===== config.mk =====
export PLATFORM = sky130hd
export DESIGN_NAME = bgr_countdown_timer
export DESIGN_NICKNAME = d
export VERILOG_FILES = /design/src/rtl/tmr_pkg.sv /design/src/rtl/tmr_ctrl_regs.sv /design/src/rtl/tmr_down_counter.sv /design/src/rtl/bgr_countdown_timer.sv
export SDC_FILE = /design/constraint.sdc
export NUM_CORES = 1
export LEC_CHECK = 0
export BUFFER_PORTS_ARGS = -buffer_cell sky130_fd_sc_hd__buf_2
export CAP_MARGIN = 15
export CORE_ASPECT_RATIO = 0.8
export CORE_MARGIN = 2
export CORE_UTILIZATION = 47
export CTS_CLUSTER_DIAMETER = 60
export DETAILED_ROUTE_END_ITERATION = 8
export PLACE_DENSITY = 0.73
export SYNTH_ARGS = -nofsm -noshare
export SYNTH_HDL_FRONTEND = slang
export SYNTH_HIERARCHICAL = 1
export SYNTH_SLANG_ARGS = --single-unit

===== constraint.sdc =====
create_clock -name clk -period 2.53 [get_ports clk]
set_input_delay 0.253 -clock clk [delete_from_list [all_inputs] [get_ports clk]]
set_output_delay 0.253 -clock clk [all_outputs]
set_load 0.03 [all_outputs]

===== src/rtl/tmr_pkg.sv =====
package tmr_pkg;
  localparam int ADDR_W = 3;

  localparam logic [ADDR_W-1:0] ADR_CTRL   = 3'd0;
  localparam logic [ADDR_W-1:0] ADR_LOAD   = 3'd1;
  localparam logic [ADDR_W-1:0] ADR_BGLOAD = 3'd2;
  localparam logic [ADDR_W-1:0] ADR_COUNT  = 3'd3;
  localparam logic [ADDR_W-1:0] ADR_STAT   = 3'd4;

  localparam int CTRL_RUN     = 0;
  localparam int CTRL_ONESHOT = 1;
  localparam int CTRL_IRQEN   = 2;
  localparam int CTRL_BITS    = 3;

  localparam int STAT_EVT = 0;
endpackage


===== src/rtl/tmr_ctrl_regs.sv =====
module tmr_ctrl_regs
  import tmr_pkg::*;
#(
  parameter int W = 16
) (
  input  logic              clk,
  input  logic              rst_n,
  input  logic              reg_wr,
  input  logic [ADDR_W-1:0] reg_addr,
  input  logic [W-1:0]      reg_wdata,
  input  logic              zero_evt,
  output logic              run_en,
  output logic              oneshot,
  output logic              irq_en,
  output logic [W-1:0]      reload,
  output logic              status,
  output logic              load_wr,
  output logic              bg_wr,
  output logic              clr_wr
);

  logic ctrl_wr;

  assign ctrl_wr = reg_wr && (reg_addr == ADR_CTRL);
  assign load_wr = reg_wr && (reg_addr == ADR_LOAD);
  assign bg_wr   = reg_wr && (reg_addr == ADR_BGLOAD);
  assign clr_wr  = reg_wr && (reg_addr == ADR_STAT) && reg_wdata[STAT_EVT];

  always_ff @(posedge clk or negedge rst_n) begin
    if (!rst_n) begin
      run_en  <= 1'b0;
      oneshot <= 1'b0;
      irq_en  <= 1'b0;
    end else if (ctrl_wr) begin
      run_en  <= reg_wdata[CTRL_RUN];
      oneshot <= reg_wdata[CTRL_ONESHOT];
      irq_en  <= reg_wdata[CTRL_IRQEN];
    end
  end

  always_ff @(posedge clk or negedge rst_n) begin
    if (!rst_n) begin
      reload <= '0;
    end else if (load_wr || bg_wr) begin
      reload <= reg_wdata;
    end
  end

  // A terminal count outranks a clear in the same cycle.
  always_ff @(posedge clk or negedge rst_n) begin
    if (!rst_n) begin
      status <= 1'b0;
    end else if (zero_evt) begin
      status <= 1'b1;
    end else if (clr_wr) begin
      status <= 1'b0;
    end
  end

endmodule


===== src/rtl/tmr_down_counter.sv =====
module tmr_down_counter #(
  parameter int W = 16
) (
  input  logic         clk,
  input  logic         rst_n,
  input  logic         run_en,
  input  logic         oneshot,
  input  logic         load_wr,
  input  logic [W-1:0] load_data,
  input  logic [W-1:0] reload_val,
  output logic [W-1:0] cnt,
  output logic         halted,
  output logic         zero_evt,
  output logic         restart
);

  // Terminal when the count is 1 (about to reach zero) or already 0.
  function automatic logic is_terminal(input logic [W-1:0] v);
    return (v[W-1:1] == '0);
  endfunction

  // Value taken on a terminal count: refill in periodic mode, park at 0 in one-shot.
  function automatic logic [W-1:0] after_terminal(input logic os, input logic [W-1:0] rl);
    return os ? '0 : rl;
  endfunction

  assign zero_evt = run_en && !halted && !load_wr && is_terminal(cnt);
  assign restart  = halted && !oneshot && !load_wr;

  always_ff @(posedge clk or negedge rst_n) begin
    if (!rst_n) begin
      cnt    <= '0;
      halted <= 1'b0;
    end else if (load_wr) begin
      cnt <= load_data;
      if (load_data != '0) halted <= 1'b0;
    end else if (restart) begin
      cnt    <= reload_val;
      halted <= 1'b0;
    end else if (zero_evt) begin
      cnt    <= after_terminal(oneshot, reload_val);
      halted <= oneshot;
    end else if (run_en && !halted) begin
      cnt <= cnt - 1'b1;
    end
  end

endmodule


===== src/rtl/bgr_countdown_timer.sv =====
module bgr_countdown_timer
  import tmr_pkg::*;
#(
  parameter int W = 16
) (
  input  logic              clk,
  input  logic              rst_n,
  input  logic              reg_wr,
  input  logic [ADDR_W-1:0] reg_addr,
  input  logic [W-1:0]      reg_wdata,
  output logic [W-1:0]      reg_rdata,
  output logic              irq
);

  logic         run_en;
  logic         oneshot;
  logic         irq_en;
  logic [W-1:0] reload;
  logic         status;
  logic         load_wr;
  logic         bg_wr;
  logic         clr_wr;
  logic [W-1:0] cnt;
  logic         halted;
  logic         zero_evt;
  logic         restart;

  tmr_ctrl_regs #(.W(W)) u_regs (
    .clk       (clk),
    .rst_n     (rst_n),
    .reg_wr    (reg_wr),
    .reg_addr  (reg_addr),
    .reg_wdata (reg_wdata),
    .zero_evt  (zero_evt),
    .run_en    (run_en),
    .oneshot   (oneshot),
    .irq_en    (irq_en),
    .reload    (reload),
    .status    (status),
    .load_wr   (load_wr),
    .bg_wr     (bg_wr),
    .clr_wr    (clr_wr)
  );

  tmr_down_counter #(.W(W)) u_cnt (
    .clk        (clk),
    .rst_n      (rst_n),
    .run_en     (run_en),
    .oneshot    (oneshot),
    .load_wr    (load_wr),
    .load_data  (reg_wdata),
    .reload_val (reload),
    .cnt        (cnt),
    .halted     (halted),
    .zero_evt   (zero_evt),
    .restart    (restart)
  );

  assign irq = status && irq_en;

  always_comb begin
    reg_rdata = '0;
    case (reg_addr)
      ADR_CTRL: begin
        reg_rdata[CTRL_RUN]     = run_en;
        reg_rdata[CTRL_ONESHOT] = oneshot;
        reg_rdata[CTRL_IRQEN]   = irq_en;
      end
      ADR_LOAD, ADR_BGLOAD: reg_rdata = reload;
      ADR_COUNT:            reg_rdata = cnt;
      ADR_STAT:             reg_rdata[STAT_EVT] = status;
      default:              reg_rdata = '0;
    endcase
  end

endmodule


After elaboration in Yosys (flattened, before gate mapping)

Cells that the tools add are included.

Output and inout bits: 17
Logic and storage cells: 50
Bits in registers: 37
Input bits: 22

Reduce and logical (&&, ||, !) cells: 23
Equality and inequality tests: 5
$add $sub $neg: 1
Mux-type cells: 14

Operators by type and width:

| kind                    | number |
|---|---|
| $mux W16                | 5 |
| $pmux W13 S2            | 1 |
| $reduce_bool A16 Y1     | 1 |
| $sub A16 B1 Y16 const B | 1 |
| $logic_not A15 Y1       | 1 |
| $logic_and A1 B1 Y1     | 11 |
| $eq A3 B2 Y1 const B    | 2 |
| $mux W1                 | 6 |
| $pmux W2 S3             | 1 |
| $pmux W1 S4             | 1 |
| $reduce_bool A4 Y1      | 1 |
| $eq A3 B1 Y1 const B    | 1 |
| $eq A3 B3 Y1 const B    | 1 |
| $logic_not A1 Y1        | 3 |
| $logic_not A3 Y1        | 1 |
| $reduce_bool A3 Y1      | 1 |
| $ne A2 B2 Y1 const B    | 1 |
| $reduce_and A2 Y1       | 1 |
| $reduce_bool A2 Y1      | 1 |
| $reduce_or A2 Y1        | 1 |
| $logic_or A1 B1 Y1      | 1 |

Logic depth before layout (Yosys ltp)

Gate-level depths: netlist of the first run.

Depth in word-level cells: 8
Gate-level depth with buffers: 8

Cells and area by module

Netlist of the first run, hierarchy kept.

By module, submodules not included:

| module              | sequential area each (µm²) | cells an instance | times used | area an instance (µm²) |
|---|---|---|---|---|
| tmr_down_counter    | 425.4                      | 182               | 1          | 1448.9 |
| tmr_ctrl_regs       | 500.5                      | 51                | 1          | 858.3 |
| bgr_countdown_timer | 0.0                        | 61                | 1          | 467.9 |

Worst setup path after synthesis of the first run

Ideal clock, no wire load.

Path kind: reg2reg
From: register u_cnt.cnt[0]
To: register u_cnt.cnt[12]
Path slack: 696 ps
Arrival: 1752 ps
Library setup time: 82 ps
Cell stages (with the launch flop): 8
Buffers on the path: 0
Path through: dfrtp_1 -> inv_1 -> ha_1 -> or4b_1 -> nor3_1 -> xor2_1 -> nand2_1 -> a31oi_1

Word-level cells in the longest chain between the ends: 5

Ends and longest elaborated chain:

| what                   | RTL line               | RTL |
|---|---|---|
| from (decl)            | tmr_down_counter.sv:11 | `output logic [W-1:0] cnt,` |
| from (signal assigned) | tmr_down_counter.sv:35 | `cnt <= load_data;` |
| from (signal assigned) | tmr_down_counter.sv:38 | `cnt <= reload_val;` |
| from (signal assigned) | tmr_down_counter.sv:41 | `cnt <= after_terminal(oneshot, reload_val);` |
| $sub A16 B1 Y16        | tmr_down_counter.sv:44 | `cnt <= cnt - 1'b1;` |
| $mux W16               | tmr_down_counter.sv:43 | `end else if (run_en && !halted) begin` |
| $mux W16               | tmr_down_counter.sv:40 | `end else if (zero_evt) begin` |
| $mux W16               | tmr_down_counter.sv:37 | `end else if (restart) begin` |
| $mux W16               | tmr_down_counter.sv:34 | `end else if (load_wr) begin` |

No other way between the ends. The select of a mux whose other input is x is not followed.
A chain may end at the register's enable or synchronous reset.

Worst setup path in the final report of the first run

Same ends and word-level chain as after synthesis.

==> results.sh, run 1 <==
export IMPL_yosysWarnings=6
export IMPL_die_area_sq_um=6530
export IMPL_initial_core_util=0.499
export IMPL_dp_cells=403
export IMPL_port_buffers=38
export IMPL_slew_headroom=0.413
export IMPL_powerDensity_nw_per_um2=777
export IMPL_dr_pass1_iters=5
export IMPL_clock_skew_ns=0.00621
export IMPL_viasPerCell=6.21
export IMPL_crit_type="register to register"
export IMPL_tightest_slew_ns=0.880
export IMPL_antenna_found_initial=0
export IMPL_hold_viol_final=0
export IMPL_drv_slew=0
export IMPL_clk_path_buf_depth=2
export IMPL_crit_fanout=5
export IMPL_overflow=0
export IMPL_p_leak_nw=1.36
export IMPL_endpoint_kind="register"
export IMPL_ctsResizeCount=0
export IMPL_syn_area_sq_um=2770
export IMPL_synth_nets=316
export IMPL_whs_ns=0.0838
export IMPL_cap_violations=0
export IMPL_cts_tree="built"
export IMPL_cp_start_kind="register"
export IMPL_peakVddDrop_v=0.000380
export IMPL_core_region_area_sq_um=5560
export IMPL_hold_path_class="input pin to asynchronous set/reset pin"
export IMPL_cts_hold_buffers_added=0
export IMPL_syn_to_final_growth_pct=13.0
export IMPL_rsz0062_at_grt="false"
export IMPL_die_w_microns=89.9
export IMPL_routed_wl_microns=8040
export IMPL_fmax_mhz=463
export IMPL_dpl_hpwl_microns=5700
export IMPL_fillers=531
export IMPL_nNetsFinal=355
export IMPL_drtAntennaViolNets=0
export IMPL_grt_pass1_wl_microns=13500
export IMPL_required_ns=2.74
export IMPL_drive_above_1_share=0.298
export IMPL_grt_max_degree=38
export IMPL_clk_pin_slew_worst_paths_ns=0.07
export IMPL_setup_viol=0
export IMPL_ios=39
export IMPL_clkLatencyLatePin_ns=0.29
export IMPL_cts_setup_buffers=0
export IMPL_antenna_cells=0
export IMPL_critPathArrivalTime_ns=2.37
export IMPL_tns_ns=0
export IMPL_numCtsBuffers=5
export IMPL_cts_root_buffer="clkbuf_8"
export IMPL_wire_per_inst_microns=19.6
export IMPL_h_tree_depth=2
export IMPL_drt_iter0_markers=338
export IMPL_die_h_microns=72.7
export IMPL_status="completed"
export IMPL_syn_instance_count=293
export IMPL_grt_usage=0.263
export IMPL_cts_sinks=37
export IMPL_period_share=0.853
export IMPL_num_rows=24
export IMPL_min_period_ns=2.16
export IMPL_stdcell_count=410
export IMPL_synth_avg_cell_area_sq_um=9.46
export IMPL_via_count=2546
export IMPL_grt_pass1_vias=2537
export IMPL_place_congestion=0.915
export IMPL_drc=0
## critical path, stage by stage, from the launching register on
cell	delay, ns
dfrtp_1	0.44
inv_1	0.11
ha_1	0.29
or4b_1	0.57
nor3_1	0.25
xor2_1	0.16
nand2_1	0.06
a31oi_1	0.20
## per-stage QoR
step,cell area (sq um),util,total power [W],setup WS (ns)
2_1_floorplan,2770,-,0.00170,0.696
3_3_place_gp,3040,0.548,0.00197,0.440
3_5_place_dp,3040,0.548,0.00200,0.422
4_1_cts,3130,0.564,0.00242,0.414
5_1_grt,3130,0.564,0.00261,0.228
6_report,3130,0.564,0.00243,0.372
## placed cells by master (no fill, tap or decap), types with 4 or more instances in the layout
master,count
buf_2,38
nand3_1,5
a211oi_1,4
dfrtp_1,37
o2bb2ai_1,4
buf_4,12
o22ai_1,9
inv_1,5
clkbuf_8,6
nor2_1,31
mux2i_1,5
a21oi_1,13
nor4_1,9
a22oi_1,14
xnor2_1,4
mux2_2,19
mux2_4,11
nand2_1,18
nand2b_1,5
xor2_1,6
a31oi_1,7
nor3_1,11
## per-layer routing
layer / wire (microns) / up-vias / track usage
met2: 3520 / 118 / 0.413
met4: 64 / 0 / 0.0684
met3: 666 / 9 / 0.0579
li1: - / 1188 / -
met1: 3790 / 1231 / 0.374
met5: 0 / - / 0
## area by class of cell
type / count / area, sq um / share of cell area
Clock buffer: 7 / 86.3 / 0.0276
Tap cell: 78 / 97.6 / 0.0312
Timing Repair Buffer: 50 / 280 / 0.0895
Multi-Input combinational cell: 233 / 1720 / 0.550
Inverter: 5 / 18.8 / 0.00600
Sequential cell: 37 / 926 / 0.296
## where the power goes
group | switching (W) | total (W) | internal [W]
clock | 0.000211 | 0.000427 | 0.000216
sequential | 0.000287 | 0.00105 | 0.000767
combinational | 0.000490 | 0.000950 | 0.000459
## flip-flops by register name, indices dropped and copies added, names as in the netlist
| signal | flops |
|---|---|
| u_regs/irq_en | 1 |
| u_cnt/cnt | 16 |
| u_regs/status | 1 |
| u_regs/reload | 16 |
| u_cnt/halted | 1 |
| u_regs/oneshot | 1 |
| u_regs/run_en | 1 |
## path summary, 6_finish.rpt
| path | startpoint | end | slack [ns] | cells past startpoint |
|---|---|---|---|---|
| setup / recovery | u_cnt/cnt[0] | u_cnt/cnt[12] | 0.37 | 7 |
| hold / removal | rst_n | u_cnt/cnt[13] | 0.08 | 1 |
| setup reg to reg | u_cnt/cnt[0] | u_cnt/cnt[12] | 0.37 | 7 |
| hold reg to reg | u_regs/reload[7] | u_regs/reload[7] | 0.54 | 1 |
| max in group asynchronous | rst_n | u_cnt/cnt[7] | 1.90 | 1 |
| min in group clk | reg_wdata[9] | u_regs/reload[9] | 0.22 | 2 |
Power figures use the tool's default switching activity.
==> run 2, diff against run 1 <==
--- a/config.mk
+++ b/config.mk
@@ -9,10 +9,9 @@
 export CAP_MARGIN = 15
 export CORE_ASPECT_RATIO = 0.8
 export CORE_MARGIN = 2
-export CORE_UTILIZATION = 47
+export CORE_UTILIZATION = 40
 export CTS_CLUSTER_DIAMETER = 60
 export DETAILED_ROUTE_END_ITERATION = 8
-export PLACE_DENSITY = 0.73
 export SYNTH_ARGS = -nofsm -noshare
 export SYNTH_HDL_FRONTEND = slang
 export SYNTH_HIERARCHICAL = 1
==> results.sh, run 2 (same netlist as run 1, synthesis figures left out) <==
export IMPL_h_tree_depth=2
export IMPL_critPathArrivalTime_ns=2.54
export IMPL_peakVddDrop_v=0.000308
export IMPL_grt_pass1_wl_microns=13300
export IMPL_antenna_cells=0
export IMPL_tns_ns=0
export IMPL_powerDensity_nw_per_um2=776
export IMPL_grt_usage=0.220
export IMPL_routed_wl_microns=8220
export IMPL_crit_chain="nor4_1 > nand4_1 > nor2_1 > buf_4 > a31oi_1 > a21oi_1"
export IMPL_initial_core_util=0.408
export IMPL_drv_slew=0
export IMPL_hold_path_class="input pin to asynchronous set/reset pin"
export IMPL_dpl_hpwl_microns=5700
export IMPL_endpoint_kind="register"
export IMPL_syn_to_final_growth_pct=12.8
export IMPL_antenna_found_initial=0
export IMPL_clkLatencyLatePin_ns=0.29
export IMPL_clock_skew_ns=0.00377
export IMPL_ff2ff_setup_slack_ns=0.20
export IMPL_numCtsBuffers=5
export IMPL_drtAntennaViolNets=0
export IMPL_cpMaxStageDelayCell="nor2_1"
export IMPL_rsz0062_at_grt="false"
export IMPL_cts_root_buffer="clkbuf_8"
export IMPL_num_rows=27
export IMPL_slew_headroom=0.418
export IMPL_crit_type="register to register"
export IMPL_reg2reg_to="u_cnt/cnt[1]"
export IMPL_cts_hold_buffers_added=0
export IMPL_die_h_microns=78.5
export IMPL_ios=39
export IMPL_drc=0
export IMPL_drive_above_1_share=0.294
export IMPL_die_w_microns=97.1
export IMPL_cp_start_kind="register"
export IMPL_cts_tree="built"
export IMPL_tightest_slew_ns=0.873
export IMPL_p_int_w=0.00144
export IMPL_path_delay_family="simple AND/OR/NAND/NOR gates"
export IMPL_viasPerCell=6.18
export IMPL_total_power_w=0.00243
export IMPL_cts_sinks=37
export IMPL_cap_violations=0
export IMPL_place_congestion=0.943
export IMPL_max_stage_delay_ns=0.56
export IMPL_setup_viol=0
export IMPL_swShare=0.408
export IMPL_ff2ff_path_depth=6
export IMPL_via_count=2575
export IMPL_power_frac_seq=0.434
export IMPL_p_leak_nw=1.35
export IMPL_drt_iter0_markers=246
export IMPL_final_cell_mix="38 x buf_2, 37 x dfrtp_1, 31 x nor2_1"
export IMPL_required_ns=2.75
export IMPL_final_common_cell="buf_2"
export IMPL_status="completed"
export IMPL_pwr_share_clk=0.179
export IMPL_overflow=0
export IMPL_dr_pass1_iters=5
export IMPL_combinationalPowerShare=0.387
export IMPL_clk_path_buf_depth=2
export IMPL_whs_ns=0.0767
export IMPL_core_region_area_sq_um=6790
export IMPL_reg_largest_list="u_cnt/cnt (16), u_regs/reload (16)"
export IMPL_cts_setup_buffers=0
export IMPL_cp_num_buf_inv=1
export IMPL_port_buffers=38
export IMPL_nNetsFinal=353
export IMPL_grt_max_degree=38
export IMPL_crit_fanout=8
export IMPL_wire_per_inst_microns=19.7
export IMPL_min_period_ns=2.33
export IMPL_p_sw_w=0.000989
export IMPL_timing_rr_start="u_cnt/cnt[10]"
export IMPL_fmax_mhz=430
export IMPL_grt_pass1_vias=2400
export IMPL_period_share=0.920
export IMPL_ctsResizeCount=0
export IMPL_hold_viol_final=0
export IMPL_die_area_sq_um=7610
export IMPL_clk_pin_slew_worst_paths_ns=0.07
## run 2: cell count changes in the layout (fill, tap and decap cells not counted), sizes merged
cell,delta
buf,-2
## run 2: metrics by stage
step	cell area, sq um	std cells	utilization	worst slack, ns
global route	3130	417	0.460	0.106
global placement	3040	410	0.448	0.415
floorplan	2770	293	-	0.696
CTS	3130	417	0.460	0.311
detailed placement	3040	410	0.448	0.329
finish	3130	417	0.460	0.203
## run 2: per-layer routing
metal  part of all wire  global-route usage  vias to the layer above
li1                   -                   -                     1182
met1               0.49               0.328                     1268
met2               0.42               0.320                      113
met3              0.075              0.0481                       12
met4              0.013              0.0606                        0
met5                  0                   0                        -
## run 2: power by group through the flow
stage                     clock [W]  combinational, W  sequential [W]
after floorplan                   0          0.000735        0.000965
after global placement            0          0.000923         0.00105
after detailed placement          0          0.000927         0.00105
after CTS                  0.000449          0.000931         0.00105
after global routing       0.000474           0.00103         0.00109
final                      0.000433          0.000940         0.00105
## run 2: cell type report
class | count | area, sq um
fillers | 687 | 3660
multi-input cells | 233 | 1720
repair buffers | 48 | 265
flip-flops and latches | 37 | 926
clock buffers | 7 | 86.3
inverters | 5 | 18.8
well taps | 87 | 109
## run 2: worst max-delay path by stage
stage	startpoint	end	slack [ns]	cells past startpoint
final	u_cnt/cnt[10]	u_cnt/cnt[1]	0.20	6
after global routing	u_cnt/cnt[10]	u_cnt/cnt[1]	0.11	6
after CTS	u_cnt/cnt[4]	u_cnt/cnt[1]	0.31	6
after detailed placement	u_cnt/cnt[4]	u_cnt/cnt[0]	0.33	6
after global placement	u_cnt/cnt[0]	u_cnt/cnt[12]	0.42	7
after floorplan	u_cnt/cnt[0]	u_cnt/cnt[12]	0.70	7
